**src/rtl/nvseq_pkg.sv**
```systemverilog
package nvseq_pkg;

    typedef enum logic [2:0] {
        PH_DOWN    = 3'd0,
        PH_RECALL  = 3'd1,
        PH_IDLE    = 3'd2,
        PH_STORE   = 3'd3,
        PH_NOSTORE = 3'd4
    } phase_t;

    typedef struct packed {
        logic store;
        logic recall;
    } launch_t;

    function automatic logic phase_is_timed(phase_t p);
        return (p == PH_RECALL) || (p == PH_STORE) || (p == PH_NOSTORE);
    endfunction

    function automatic logic phase_is_xfer(phase_t p);
        return (p == PH_RECALL) || (p == PH_STORE);
    endfunction

    function automatic int unsigned max_of3(int unsigned a, int unsigned b, int unsigned c);
        int unsigned m;
        m = (a > b) ? a : b;
        return (m > c) ? m : c;
    endfunction

endpackage

```
**src/rtl/nvseq_phase_timer.sv**
```systemverilog
module nvseq_phase_timer #(
    parameter int unsigned TW = 8
) (
    input  logic          clk,
    input  logic          rst,
    input  logic          run,
    input  logic [TW-1:0] limit,
    output logic          hit
);
    logic [TW-1:0] cnt_q;

    always_ff @(posedge clk) begin
        if (rst || !run) begin
            cnt_q <= '0;
        end else begin
            cnt_q <= cnt_q + 1'b1;
        end
    end

    assign hit = run && (cnt_q == limit);

    AST_TIMER_IN_RANGE: assert property (@(posedge clk) disable iff (rst)
        run |-> (cnt_q <= limit));

endmodule

```
**src/rtl/nvseq_dirty_track.sv**
```systemverilog
module nvseq_dirty_track (
    input  logic clk,
    input  logic rst,
    input  logic set_i,
    input  logic clr_i,
    output logic dirty
);
    always_ff @(posedge clk) begin
        if (rst) begin
            dirty <= 1'b0;
        end else if (clr_i) begin
            dirty <= 1'b0;
        end else if (set_i) begin
            dirty <= 1'b1;
        end
    end

    AST_DIRTY_CLEARS_ON_END: assert property (@(posedge clk) disable iff (rst)
        clr_i |=> !dirty);

endmodule

```
**src/rtl/nvseq_recall_arm.sv**
```systemverilog
module nvseq_recall_arm (
    input  logic clk,
    input  logic rst,
    input  logic arm_i,
    input  logic take_i,
    output logic pending
);
    always_ff @(posedge clk) begin
        if (rst) begin
            pending <= 1'b1;
        end else if (arm_i) begin
            pending <= 1'b1;
        end else if (take_i) begin
            pending <= 1'b0;
        end
    end

    AST_ARM_STICKS: assert property (@(posedge clk) disable iff (rst)
        arm_i |=> pending);

endmodule

```
**src/rtl/nv_power_sequencer.sv**
```systemverilog
module nv_power_sequencer
    import nvseq_pkg::*;
#(
    parameter int unsigned STORE_CYCLES   = 1000000,
    parameter int unsigned RECALL_CYCLES  = 55000,
    parameter int unsigned NOSTORE_CYCLES = 100
) (
    input  logic clk,
    input  logic rst,
    input  logic inhibit_mode,
    input  logic vsw_ok,
    input  logic vrst_low,
    input  logic sram_wr_done,
    input  logic sw_store_req,
    input  logic hw_store_req,
    input  logic xfer_done,
    output logic store_go,
    output logic recall_go,
    output logic busy,
    output logic wr_allow
);
    localparam int unsigned MAX_CYC = max_of3(STORE_CYCLES, RECALL_CYCLES, NOSTORE_CYCLES);
    localparam int unsigned TW      = $clog2(MAX_CYC + 1);

    phase_t        phase_q, phase_d;
    launch_t       launch_q, launch_d;
    logic          inhibit_q;
    logic          dirty;
    logic          recall_pend;
    logic          tmr_hit;
    logic [TW-1:0] tmr_limit;
    logic          xfer_end;

    // Mode is captured while reset is held and frozen afterwards.
    always_ff @(posedge clk) begin
        if (rst) begin
            inhibit_q <= inhibit_mode;
        end
    end

    always_comb begin
        unique case (phase_q)
            PH_STORE:   tmr_limit = TW'(STORE_CYCLES - 1);
            PH_RECALL:  tmr_limit = TW'(RECALL_CYCLES - 1);
            PH_NOSTORE: tmr_limit = TW'(NOSTORE_CYCLES - 1);
            default:    tmr_limit = '0;
        endcase
    end

    nvseq_phase_timer #(.TW(TW)) u_timer (
        .clk   (clk),
        .rst   (rst),
        .run   (phase_is_timed(phase_q)),
        .limit (tmr_limit),
        .hit   (tmr_hit)
    );

    assign xfer_end = phase_is_xfer(phase_q) && (xfer_done || tmr_hit);
    assign wr_allow = (phase_q == PH_IDLE) && vsw_ok;
    assign busy     = (phase_q == PH_STORE) || (phase_q == PH_NOSTORE);

    nvseq_dirty_track u_dirty (
        .clk   (clk),
        .rst   (rst),
        .set_i (sram_wr_done && wr_allow),
        .clr_i (xfer_end),
        .dirty (dirty)
    );

    nvseq_recall_arm u_arm (
        .clk     (clk),
        .rst     (rst),
        .arm_i   (vrst_low),
        .take_i  (launch_d.recall),
        .pending (recall_pend)
    );

    always_comb begin
        phase_d  = phase_q;
        launch_d = '0;
        unique case (phase_q)
            PH_DOWN: begin
                if (vsw_ok) begin
                    if (recall_pend) begin
                        phase_d         = PH_RECALL;
                        launch_d.recall = 1'b1;
                    end else begin
                        phase_d = PH_IDLE;
                    end
                end
            end
            PH_IDLE: begin
                if (!vsw_ok) begin
                    if (inhibit_q) begin
                        phase_d = PH_DOWN;
                    end else if (dirty) begin
                        phase_d        = PH_STORE;
                        launch_d.store = 1'b1;
                    end else begin
                        phase_d = PH_NOSTORE;
                    end
                end else if (sw_store_req || (hw_store_req && dirty)) begin
                    phase_d        = PH_STORE;
                    launch_d.store = 1'b1;
                end
            end
            PH_STORE, PH_RECALL: begin
                if (xfer_end) begin
                    phase_d = vsw_ok ? PH_IDLE : PH_DOWN;
                end
            end
            PH_NOSTORE: begin
                if (tmr_hit) begin
                    phase_d = PH_DOWN;
                end
            end
            default: phase_d = PH_DOWN;
        endcase
    end

    always_ff @(posedge clk) begin
        if (rst) begin
            phase_q  <= PH_DOWN;
            launch_q <= '0;
        end else begin
            phase_q  <= phase_d;
            launch_q <= launch_d;
        end
    end

    assign store_go  = launch_q.store;
    assign recall_go = launch_q.recall;

    AST_STORE_HAS_CAUSE: assert property (@(posedge clk) disable iff (rst)
        store_go |-> ($past(dirty) || $past(sw_store_req)));
    AST_ONE_LAUNCH: assert property (@(posedge clk) disable iff (rst)
        $onehot0({store_go, recall_go}));
    AST_RECALL_WAS_ARMED: assert property (@(posedge clk) disable iff (rst)
        recall_go |-> $past(recall_pend));
    AST_NO_MARK_BELOW_SW: assert property (@(posedge clk) disable iff (rst)
        !vsw_ok |=> !$rose(dirty));
    AST_INHIBIT_NO_AUTO: assert property (@(posedge clk) disable iff (rst)
        (inhibit_q && (phase_q == PH_IDLE) && !vsw_ok) |=> !busy);
    AST_BUSY_BLOCKS_WR: assert property (@(posedge clk) disable iff (rst)
        busy |-> !wr_allow);

endmodule

```
**config.mk**
```make
export PLATFORM = sky130hd
export DESIGN_NAME = nv_power_sequencer
export DESIGN_NICKNAME = d
export VERILOG_FILES = /design/src/rtl/nvseq_pkg.sv /design/src/rtl/nvseq_phase_timer.sv /design/src/rtl/nvseq_dirty_track.sv /design/src/rtl/nvseq_recall_arm.sv /design/src/rtl/nv_power_sequencer.sv
export SDC_FILE = /design/constraint.sdc
export NUM_CORES = 1
export LEC_CHECK = 0
export BUFFER_PORTS_ARGS = -buffer_cell sky130_fd_sc_hd__buf_2
export CAP_MARGIN = 10
export CORE_MARGIN = 4
export CORE_UTILIZATION = 41
export CTS_CLUSTER_DIAMETER = 200
export DETAILED_ROUTE_END_ITERATION = 7
export GPL_TIMING_DRIVEN = 0
export SLEW_MARGIN = 0
export SYNTH_ARGS = -nofsm -noshare
export SYNTH_HDL_FRONTEND = slang
export SYNTH_SLANG_ARGS = --single-unit
```
**constraint.sdc**
```tcl
create_clock -name clk -period 3.5 [get_ports clk]
set_clock_uncertainty 0.05 [all_clocks]
set_input_delay 0.525 -clock clk [delete_from_list [all_inputs] [get_ports clk]]
set_output_delay 0.525 -clock clk [all_outputs]
set_load 0.02 [all_outputs]
```
## Word-level counts from Yosys, hierarchy flattened

Index checks and enable logic that the tools add are counted.

| cells by class | value |
|---|---|
| add/sub/neg operators | 1 |
| equality and inequality tests | 9 |
| mux-type cells | 18 |
| bitwise operators | 1 |
| reduce and logical (&&, ||, !) cells | 18 |

Operators by type and width:

| kind | count |
|---|---|
| $pmux 20 s3 | 1 |
| $mux 3 | 7 |
| $add 20x1->20 const B | 1 |
| $eq 20x20->1 | 1 |
| $pmux 3 s4 | 1 |
| $reduce_or 2->1 | 4 |
| $mux 1 | 7 |
| $eq 3x2->1 const B | 2 |
| $logic_or 1x1->1 | 6 |
| $logic_and 1x1->1 | 5 |
| $mux 2 | 2 |
| $ne 2x2->1 const B | 2 |
| $reduce_and 4->1 | 1 |
| $eq 3x1->1 const B | 1 |
| $eq 3x3->1 const B | 1 |
| $logic_not 3->1 | 1 |
| $ne 3x2->1 const B | 1 |
| $ne 2x1->1 const B | 1 |
| $logic_not 1->1 | 1 |
| $not 1->1 | 1 |

| storage, ports and cells | value |
|---|---|
| bits in registers | 28 |
| input bits | 9 |
| output and inout port bits | 4 |
| logic and storage cells | 54 |

## Depth between registers and ports, before layout

Gate-level depths: netlist of the first run.

| depth | value |
|---|---|
| depth after elaboration | 8 |
| depth in mapped cells | 8 |

## Hierarchy

From an unflattened synthesis of the first run, not the netlist that was laid out.

| unflattened totals | value |
|---|---|
| cells, all modules | 186 |
| area total of the unflattened synthesis | 1562.7 um2 |

Modules (own cells, without submodules):

| module | instances | cells each | area each (um2) |
|---|---|---|---|
| nvseq_phase_timer | 1 | 126 | 1082.3 |
| nv_power_sequencer | 1 | 53 | 414.1 |
| nvseq_dirty_track | 1 | 3 | 33.8 |
| nvseq_recall_arm | 1 | 4 | 32.5 |

## Least setup slack after synthesis of the first run

No wires, ideal clock.

| path | value |
|---|---|
| path type | register to output |
| start | register phase_q[2] |
| end | output busy |
| arrival | 1139 ps |
| required time | 2925 ps |
| slack | 1786 ps |
| cell stages (with the launch flop) | 5 |
| buffers on the path | 2 |
| cells stage by stage | dfxtp_1 buf_6 nand2b_4 buf_6 o21ai_0 |

| on the way | value |
|---|---|
| word-level cells in the longest chain between the ends | 2 |
| elaborated cells between the ends (all ways) | 3 |
| those cells by class | eq/ne: 2; reduce/logical: 1 |

RTL lines:

| element | line | RTL |
|---|---|---|
| from (decl) | nv_power_sequencer.sv:25 | `phase_t phase_q, phase_d;` |
| from (signal assigned) | nv_power_sequencer.sv:126 | `phase_q <= phase_d;` |
| $eq 3x2->1 / $eq 3x3->1 (equally long branches) | nv_power_sequencer.sv:60 | `assign busy = (phase_q == PH_STORE) \|\| (phase_q == PH_NOSTORE);` |
| $logic_or 1x1->1 (*) | nv_power_sequencer.sv:60 |  |
| to (decl) | nv_power_sequencer.sv:19 | `output logic busy,` |

Every way passes the cells marked *; elsewhere a longest branch is shown, timed or not.

## Worst setup path in the final report of the first run

| path | value |
|---|---|
| start | register phase_q[0] |
| end | output busy |

Same word-level chain as after synthesis.

==> impl_results.md, run 1 <==
* Status: complete, no violations
* Hpwl dp at 2.50 mm
* Max-Cap Viols at 0
* Cell area power density at 524 nW/um^2
* Layout cells sized above 1 at 0.139
* Register area share after synthesis at 0.377
* Nets at between 200 and 250
* Async SR Flop Fraction at 0
* Die Wd at 68.8 microns
* Remaining DRCs at 0
* Clock Pin Slew Worst Setup and Hold Paths at 0.09 ns
* Syn Area/Cell at 8.10 sq um
* Setup Buffers After CTS at 0
* Clock buffer count from CTS at 3
* Clock tree root buffer cell: clkbuf_8
* Syn Nets at 197
* Unrepaired setup endpoints after global routing: no
* CTS tree: built
* Io pins at 13
* Most frequent cells in the layout: nor2_1, dfxtp_1, buf_2
* Critical Path Fanout Max at 10
* Core area at about 3400 sq um
* Critical Path, Cell by Cell: buf_2, nor2_1, nand2_1, o21ai_0, buf_2
* Commonest non-fill, non-tap cell in the layout: nor2_1
* I/O Buffers at 11
* Final setup vio count at 0
* Total die area at 4730 sq um
* Crit path time final at 2.04 ns
* Synth Flop Type: dfxtp_1
* CP Launch Type: flip-flop
* Initial DRC Count at 91
* Layout fillers at about 350
* Rows at 21
* # resized after CTS at 0
* Cell mode on critical path: buf_2
* Die Y at approximately 70 microns
* Largest net degree at the start of global routing at 16
* Max VDD drop at 0.000209 V
* Final Hold Fails at 0
* DRT Pass-1 Iters at 4
* Slew @ Worst Pin at 0.478 ns
* Required @ worst endpoint at 2.92 ns
* Final ANT Viol Nets at 0
* Grt ovf at 0
* Area growth, synth to finish at 11.1%
* Clock tree sinks at 28
* Initial Util at 0.440
* Maximum root-to-sink buffer count at 2
* Critical Path AT at 1.47 ns
* Tightest Hold Check Type: primary input to flip-flop
* Post-Route WL at 3.27 mm
* Final Max Tran Viols at 0
* Setup Crit Path Kind: flip-flop to output pin
* Placed cells at 244
* GR Util All Layers at 0.160
* Leakage at just under 0.6 nW
* Number of global-route vias before repair at 1249
* Ant. Diodes at 0
* Vias at 1342
* Max_slew headroom at 0.681
* Cells after Synth at 187
* CP max stage cell: dfxtp_1
* RePlAce Congestion at 0.823
* Via/cell ratio at 5.41
* FF+latch area at 571 sq um
* Synth unique cells at 45
* Tcrit/Tclk final at 0.584
* CP max stage delay at approximately 0.36 ns
* Area taken by multi-input logic gates at 850 sq um
* Total Power at 0.882 mW
* Setup TNS after final layout at 0 ns
* Synth warn at 0
* First-pass GRT wire length at 5.75 mm
* Worst-Skew Late Latency at 0.27 ns
* Hold slack final at 0.370 ns
* Synth Register Bits at 28
* Non-filler cells, final at roughly 250
* Post-CTS Hold Fix Bufs at 0
* Fmax at 0.489 GHz
* Initial antenna violation count at 0
* Crit end category: output pin
* DR WL/cell at 13.2 microns
* Syn Std Cell Area at between 1500 and 2000 sq um
* H-tree levels at 1
* Number of flops mapped to enable cells by yosys at 1
cells in the mapped netlist (4+ instances only):
| cell type | instances | area (sq um) |
|---|---|---|
| a21oi_1 | 11 | 55.1 |
| dfxtp_1 | 27 | 541 |
| inv_1 | 9 | 33.8 |
| nand2_1 | 13 | 48.8 |
| nand3_1 | 10 | 50.1 |
| nand4_1 | 4 | 25.0 |
| nor2_1 | 29 | 109 |
| nor3_1 | 5 | 25.0 |
| o21ai_0 | 9 | 45.0 |
| xnor2_1 | 7 | 61.3 |
| xor2_1 | 9 | 78.8 |
flip-flops by register name, indices dropped and copies added, names as in the netlist:
name,cells
recall_go,1
u_timer.cnt_q,20
u_arm.pending,1
u_dirty.dirty,1
phase_q,3
store_go,1
inhibit_q,1
metal layers:
metal | GRT usage | routed length [microns] | vias up
met4 | 0.0535 | 47 | 0
met3 | 0.0389 | 115 | 7
met1 | 0.222 | 1630 | 631
met5 | 0 | 0 | -
met2 | 0.242 | 1470 | 23
li1 | - | - | 681
where the power goes:
part           internal [mW]  switching [mW]  leakage, nW  total, mW
registers              0.342          0.0213        0.228      0.364
logic                  0.130           0.187        0.339      0.317
clock network          0.101           0.100       0.0288      0.201
total                  0.573           0.309        0.596      0.882
stage by stage:
stage	setup slack [ns]	area, sq um	utilization
after detailed placement	1.65	1630	0.473
after global routing	1.38	1680	0.489
after global placement	1.70	1630	0.473
after CTS	1.46	1680	0.489
final	1.46	1680	0.489
after floorplan	1.79	1510	-
critical path: cells and delay by family, from the launching register on:
| family | cells | cell delay (ns) |
|---|---|---|
| AO/OA/AOI/OAI | 1 | 0.11 |
| buffers and inverters | 2 | 0.38 |
| flip-flops | 1 | 0.36 |
| AND/OR/NAND/NOR | 2 | 0.34 |
final timing paths:
check | from | to | slack (ns) | depth (start not counted)
worst max register to register | phase_q[0]$_SDFFE_PP0P_ | phase_q[2]$_SDFFE_PP0P_ | 1.67 | 7
worst max-delay path | phase_q[0]$_SDFFE_PP0P_ | busy | 1.46 | 5
worst min register to register | u_timer.cnt_q[0]$_SDFF_PP0_ | u_timer.cnt_q[0]$_SDFF_PP0_ | 0.42 | 1
worst min-delay path | inhibit_mode | inhibit_q$_DFFE_PP_ | 0.37 | 1
kinds of logic after synthesis:
| family | after synthesis | share of synthesized area |
|---|---|---|
| XOR/XNOR | 16 | 0.0926 |
| adder cells (fa/ha/maj) | 1 | 0.00826 |
| AND/OR/NAND/NOR | 83 | 0.282 |
| flip-flops | 28 | 0.377 |
| AO/OA/AOI/OAI | 39 | 0.172 |
| multiplexers | 1 | 0.00661 |
| buffers and inverters | 19 | 0.0620 |
cell type report:
| type | instances | share of cell area |
|---|---|---|
| multi-input cells | 140 | 0.505 |
| flip-flops and latches | 28 | 0.339 |
| plain buffers | 10 | 0.0357 |
| well taps | 46 | 0.0342 |
| inverters | 9 | 0.0201 |
| repair buffers | 11 | 0.0327 |
| clock buffers | 4 | 0.0327 |
No activity file was read; power rests on OpenSTA's default activity.
==> inputs of run 2 (changes only) <==
--- a/config.mk
+++ b/config.mk
@@ -5,6 +5,7 @@
 export SDC_FILE = /design/constraint.sdc
 export NUM_CORES = 1
 export LEC_CHECK = 0
+export ABC_AREA = 1
 export BUFFER_PORTS_ARGS = -buffer_cell sky130_fd_sc_hd__buf_2
 export CAP_MARGIN = 10
 export CORE_MARGIN = 4
==> constraint.sdc (replaced) <==
create_clock -name clk -period 2.1 [get_ports clk]
set_clock_uncertainty 0.05 [all_clocks]
set_input_delay 0.315 -clock clk [delete_from_list [all_inputs] [get_ports clk]]
set_output_delay 0.315 -clock clk [all_outputs]
set_load 0.02 [all_outputs]
==> run 2 against run 1 <==
Effect of this change:
- non-clock buffer count shrank 7
- hold slack lost 0.21 ns
- combinational power grew 79%
- highest routed layer unchanged
- synthesized area grew 3.1%
- critical path type is now flip-flop to flip-flop
- clock power grew 67%
- core utilization shrank 1.4 points
- register-to-register slack lost 1.5 ns
==> impl_results.md, run 2 <==
* Status: complete, no violations
* Tightest Hold Check Type: primary input to flip-flop
* Remaining DRCs at 0
* Combinational fraction of design power at 0.374
* Setup TNS after final layout at 0 ns
* Largest registers in the final layout: u_timer.cnt_q: 20 flops, phase_q: 3 flops
* Net switching power at 0.572 mW
* Layout cells sized above 1 at 0.172
* Top-area cell type share of the netlist area at 0.346
* Die Wd at 69.7 microns
* Register area share after synthesis at 0.366
* Rows at 22
* Placed cells at ~290
* Clock Pin Slew Worst Setup and Hold Paths at 0.10 ns
* Layout fillers at 392
* Syn Std Cell Area at 1560 sq um
* Count of buffer and inverter cells on the critical path at 0
* CP max stage delay at ~0.4 ns
* Max-Cap Viols at 0
* Synth Register Bits at 28
* I/O Buffers at 12
* Max_slew headroom at 0.675
* Post-Route WL at 3.21 mm
* Post-synth top cells: nand2_1, nor2_1, inv_1, dfxtp_1, a21oi_1
* Area growth, synth to finish at 11.4%
* DRT Pass-1 Iters at 4
* Cell area power density at 871 nW/um^2
* Largest area contributor in the netlist: dfxtp_1
* Required @ worst endpoint at 2.22 ns
* Initial Util at 0.426
* Cells after Synth at 228
* Hold slack final at 0.158 ns
* Setup Buffers After CTS at 0
* Most frequent cells in the layout: nand2_1, nor2_1, inv_1
* Area taken by multi-input logic gates at ~850 sq um
* Switching share of power at 0.378
* GR Util All Layers at 0.142
* Top reg by flops: u_timer.cnt_q
* Cell mode on critical path: nand3_2
* Crit end category: flip-flop
* Initial antenna violation count at 0
* Initial DRC Count at 59
* Core area at 3660 sq um
* Final Hold Fails at 0
* Io pins at 13
* Total Power at 1.51 mW
* Synth Flop Type: dfxtp_1
* Top-count cell post-synth: nand2_1
* Syn Nets at 238
* Final Max Tran Viols at 0
* CP max stage cell: dfxtp_1
* Leakage at 0.687 nW
* Vias at 1428
* H-tree levels at 1
* DR WL/cell at 11.0 microns
* Final ANT Viol Nets at 0
* Unrepaired setup endpoints after global routing: no
* Max VDD drop at ~0.00025 V
* First-pass GRT wire length at approximately 5.7 mm
* Hpwl dp at ~2.5 mm
* Syn Area/Cell at 6.84 sq um
* Number of flops mapped to enable cells by yosys at 1
* Largest net degree at the start of global routing at 16
* CP Launch Type: flip-flop
* Worst-Skew Late Latency at around 0.27 ns
* Critical Path, Cell by Cell: ha_2, nand3_2, nor2_2, nand3_2, nor2_1, nand3_1, nor3_2, nand2_1, o21ai_1, a21oi_1
* Setup Crit Path Kind: flip-flop to flip-flop
* Number of global-route vias before repair at 1293
* Cell family with most CP delay: simple AND/OR/NAND/NOR gates
* Ant. Diodes at 0
* CTS tree: built
* Slew @ Worst Pin at 0.488 ns
* Post-CTS Hold Fix Bufs at 0
* Critical Path AT at 2.01 ns
* Tcrit/Tclk final at 0.897
* Async SR Flop Fraction at 0
* Finished Core Util at 0.475
* Number of flip-flops in the largest register at 20
* Reg power frac at 0.405
* Critical Path Fanout Max at 4
* Final setup vio count at 0
* Non-filler cells, final at around 300
* Grt ovf at 0
* Fmax at 0.531 GHz
* Nets at 255
* Total die area at ~5000 sq um
* # resized after CTS at 0
* Clock buffer count from CTS at 3
* Synth warn at 0
* Die Y at 69.7 microns
* RePlAce Congestion at 0.809
* Crit path time final at 1.88 ns
* Total internal power at 0.942 mW
* Synth unique cells at 34
* Clk pwr share at 0.221
* Synth area leaders: dfxtp_1, nand2_1, nor2_1
* Clock tree root buffer cell: clkbuf_8
* Commonest non-fill, non-tap cell in the layout: nand2_1
* Via/cell ratio at 4.89
* FF+latch area at 571 sq um
* Maximum root-to-sink buffer count at 2
* Clock tree sinks at 28
run 2: cell types whose count changed after synthesis, sizes merged, moves of 6 or more:
cell and delta:
xnor2 -6, nor2 +7, xor2 -8, buf -6, nor3 +9, a21oi +6
nand2 +40, inv +24
run 2: layout make-up:
type	instances	share of cell area
multi-input cells	165	0.491
flip-flops and latches	28	0.328
inverters	33	0.0713
repair buffers	12	0.0346
well taps	48	0.0346
clock buffers	4	0.0317
plain buffers	2	0.00864
run 2: layer usage:
metal  routed length (microns)  global-route usage  share of wire  up-vias
li1                          -                   -              -      771
met4                        46              0.0447          0.014        0
met5                         0                   0              0        -
met3                        88              0.0217          0.027        5
met1                      1680               0.204           0.52      636
met2                      1390               0.216           0.43       16
run 2: power by group through the flow:
stage / Sequential (mW) / Clock [mW] / Combinational (mW)
floorplan: 0.625 / 0 / 0.443
global placement: 0.626 / 0 / 0.564
detailed placement: 0.625 / 0 / 0.564
CTS: 0.613 / 0.358 / 0.569
global route: 0.619 / 0.373 / 0.648
finish: 0.614 / 0.335 / 0.566
run 2: cell families (layout without fill, tap and decap cells):
logic type	after synthesis	count (layout)	synth area share
AOI/OAI and AO/OA	31	31	0.109
xor gates and xnor gates	2	2	0.0112
adders and majority gates	1	1	0.00802
buffers and inverters	35	51	0.0890
DFF	28	28	0.366
and+or+nand+nor	131	131	0.417
run 2: per-stage QoR:
step / worst slack, ns / cell area, sq um
after floorplan: 0.446 / 1560
after global placement: 0.233 / 1680
after detailed placement: 0.220 / 1680
after CTS: 0.207 / 1740
after global routing: 0.00869 / 1740
final: 0.216 / 1740
run 2: final timing paths:
kind / start / to / slack [ns] / cells after the start
setup reg to reg: u_timer.cnt_q[0]$_SDFF_PP0_ / u_timer.cnt_q[18]$_SDFF_PP0_ / 0.22 / 10
hold reg to reg: u_timer.cnt_q[0]$_SDFF_PP0_ / u_timer.cnt_q[0]$_SDFF_PP0_ / 0.43 / 1
setup / recovery: u_timer.cnt_q[0]$_SDFF_PP0_ / u_timer.cnt_q[18]$_SDFF_PP0_ / 0.22 / 10
hold / removal: inhibit_mode / inhibit_q$_DFFE_PP_ / 0.16 / 1
==> inputs of run 3 (changes only) <==
--- a/config.mk
+++ b/config.mk
@@ -13,6 +13,7 @@
 export CTS_CLUSTER_DIAMETER = 200
 export DETAILED_ROUTE_END_ITERATION = 7
 export GPL_TIMING_DRIVEN = 0
+export PLACE_DENSITY = 0.7
 export SLEW_MARGIN = 0
 export SYNTH_ARGS = -nofsm -noshare
 export SYNTH_HDL_FRONTEND = slang
==> run 3 against run 2 <==
Effect of this change:
- power shrank 2.0%
- worst setup slack lost 0.0049 ns
- non-clock buffer count is the same
- combinational power is essentially flat
- cell area shrank 0.29%
- via count shrank 0.14%
- critical path depth shrank 5
==> impl_results.md, run 3 (synthesized netlist as in run 2, its figures left out) <==
* Status: complete, no violations
* Ant. Diodes at 0
* CTS tree: built
* Grt ovf at 0
* Commonest non-fill, non-tap cell in the layout: nand2_1
* Core area at 3660 sq um
* Crit path time final at 1.89 ns
* Final ANT Viol Nets at 0
* Rows at 22
* Worst-Skew Late Latency at 0.28 ns
* Max VDD drop at 0.000353 V
* Post-CTS Hold Fix Bufs at 0
* Total die area at roughly 5000 sq um
* Placed cells at around 290
* Tightest Hold Check Type: primary input to flip-flop
* Initial antenna violation count at 0
* Largest net degree at the start of global routing at 16
* GR Util All Layers at 0.138
* Tcrit/Tclk final at 0.899
* Layout cells sized above 1 at 0.180
* Nets at 255
* Via/cell ratio at around 5
* Setup Crit Path Kind: flip-flop to output pin
* Die Wd at 69.7 microns
* CP Launch Type: flip-flop
* Remaining DRCs at 0
* DR WL/cell at 10.6 microns
* Final Hold Fails at 0
* Io pins at 13
* Initial DRC Count at 88
* Total Power at 1.48 mW
* Fmax at 0.529 GHz
* Cell area power density at approximately 860 nW/um^2
* I/O Buffers at 12
* Critical Path Fanout Max at 5
* Non-filler cells, final at between 200 and 300
* Post-Route WL at 3.08 mm
* CP max stage delay at 0.50 ns
* RePlAce Congestion at ~0.85
* Area growth, synth to finish at 11.1%
* Max-Cap Viols at 0
* Number of flip-flops in the largest register at 20
* Hpwl dp at about 2.4 mm
* Critical Path, Cell by Cell: inv_2, nor3_1, inv_1, nor2_1, buf_2
* Leakage at 0.682 nW
* Top reg by flops: u_timer.cnt_q
* Critical Path AT at approximately 1.5 ns
* Unrepaired setup endpoints after global routing: no
* Clock buffer count from CTS at 3
* Max_slew headroom at 0.668
* Final Max Tran Viols at 0
* H-tree levels at 1
* Clock tree root buffer cell: clkbuf_8
* Placed Area at 1680 sq um
* Setup Buffers After CTS at 0
* Crit end category: output pin
* Setup TNS after final layout at 0 ns
* Required @ worst endpoint at 1.74 ns
* Clock Pin Slew Worst Setup and Hold Paths at 0.10 ns
* Clock tree sinks at 28
* DRT Pass-1 Iters at 4
* Number of global-route vias before repair at 1318
* First-pass GRT wire length at between 5 and 6 mm
* Largest registers in the final layout: u_timer.cnt_q: 20 flops, phase_q: 3 flops
* Slew @ Worst Pin at 0.497 ns
* Die Y at 69.7 microns
* Most frequent cells in the layout: nand2_1, nor2_1, inv_1
* Initial Util at 0.426
* CP max stage cell: dfxtp_1
* Vias at about 1.4k
* Final setup vio count at 0
* Final Cell Area at 1730 sq um
* Maximum root-to-sink buffer count at 2
[run 3: cell count changes in the layout (fill, tap and decap cells not counted)]
cell      before  now
nor2_1        33   32
dfxtp_2        0    2
dfxtp_1       27   25
clkbuf_1       1    2
clkbuf_8       4    3
nor2_2         3    4
[run 3: final timing paths]
check	end	from	slack (ns)	cells after the start
worst max-delay path	wr_allow	phase_q[1]$_SDFFE_PP0P_	0.21	5
worst min-delay path	inhibit_q$_DFFE_PP_	inhibit_mode	0.15	1
worst max register to register	u_timer.cnt_q[18]$_SDFF_PP0_	u_timer.cnt_q[0]$_SDFF_PP0_	0.28	10
worst min register to register	u_timer.cnt_q[0]$_SDFF_PP0_	u_timer.cnt_q[0]$_SDFF_PP0_	0.40	1
[run 3: critical path, delay by kind of cell (launching register included)]
family / cells / cell delay [ns]
flip-flops: 1 / 0.50
buffers and inverters: 3 / 0.36
AND/OR/NAND/NOR: 2 / 0.38
[run 3: final cells by class]
| class | instances | area (sq um) |
|---|---|---|
| fillers | 384 | 1930 |
| multi-input cells | 165 | 856 |
| flip-flops and latches | 28 | 573 |
| inverters | 33 | 124 |
| repair buffers | 12 | 60.1 |
| well taps | 48 | 60.1 |
| clock buffers | 4 | 45.0 |
| plain buffers | 2 | 15.0 |
[run 3: metrics by stage]
step	util	setup WS, ns	hold WS, ns
after floorplan	-	0.446	0.334
after global placement	0.459	0.259	0.402
after detailed placement	0.459	0.258	0.416
after CTS	0.471	0.197	0.143
after global routing	0.473	0.0182	0.140
final	0.473	0.211	0.150
[run 3: power breakdown]
part	total [mW]	switching, mW	internal [mW]
Clock	0.306	0.169	0.137
Combinational	0.564	0.362	0.201
Sequential	0.614	0.0401	0.574
[run 3: metal layers]
layer / wire length, microns / vias up / track usage / share of wire
met5: 0 / - / 0 / 0
met4: 67 / 0 / 0.0574 / 0.022
met3: 79 / 5 / 0.0217 / 0.026
met2: 1370 / 16 / 0.229 / 0.44
met1: 1570 / 632 / 0.178 / 0.51
li1: - / 773 / - / -
[run 3: timing repair]
item	in CTS	in global routing
resized for setup	0	4
hold endpoints to repair	0	0
endpoints found under the setup margin	0	1
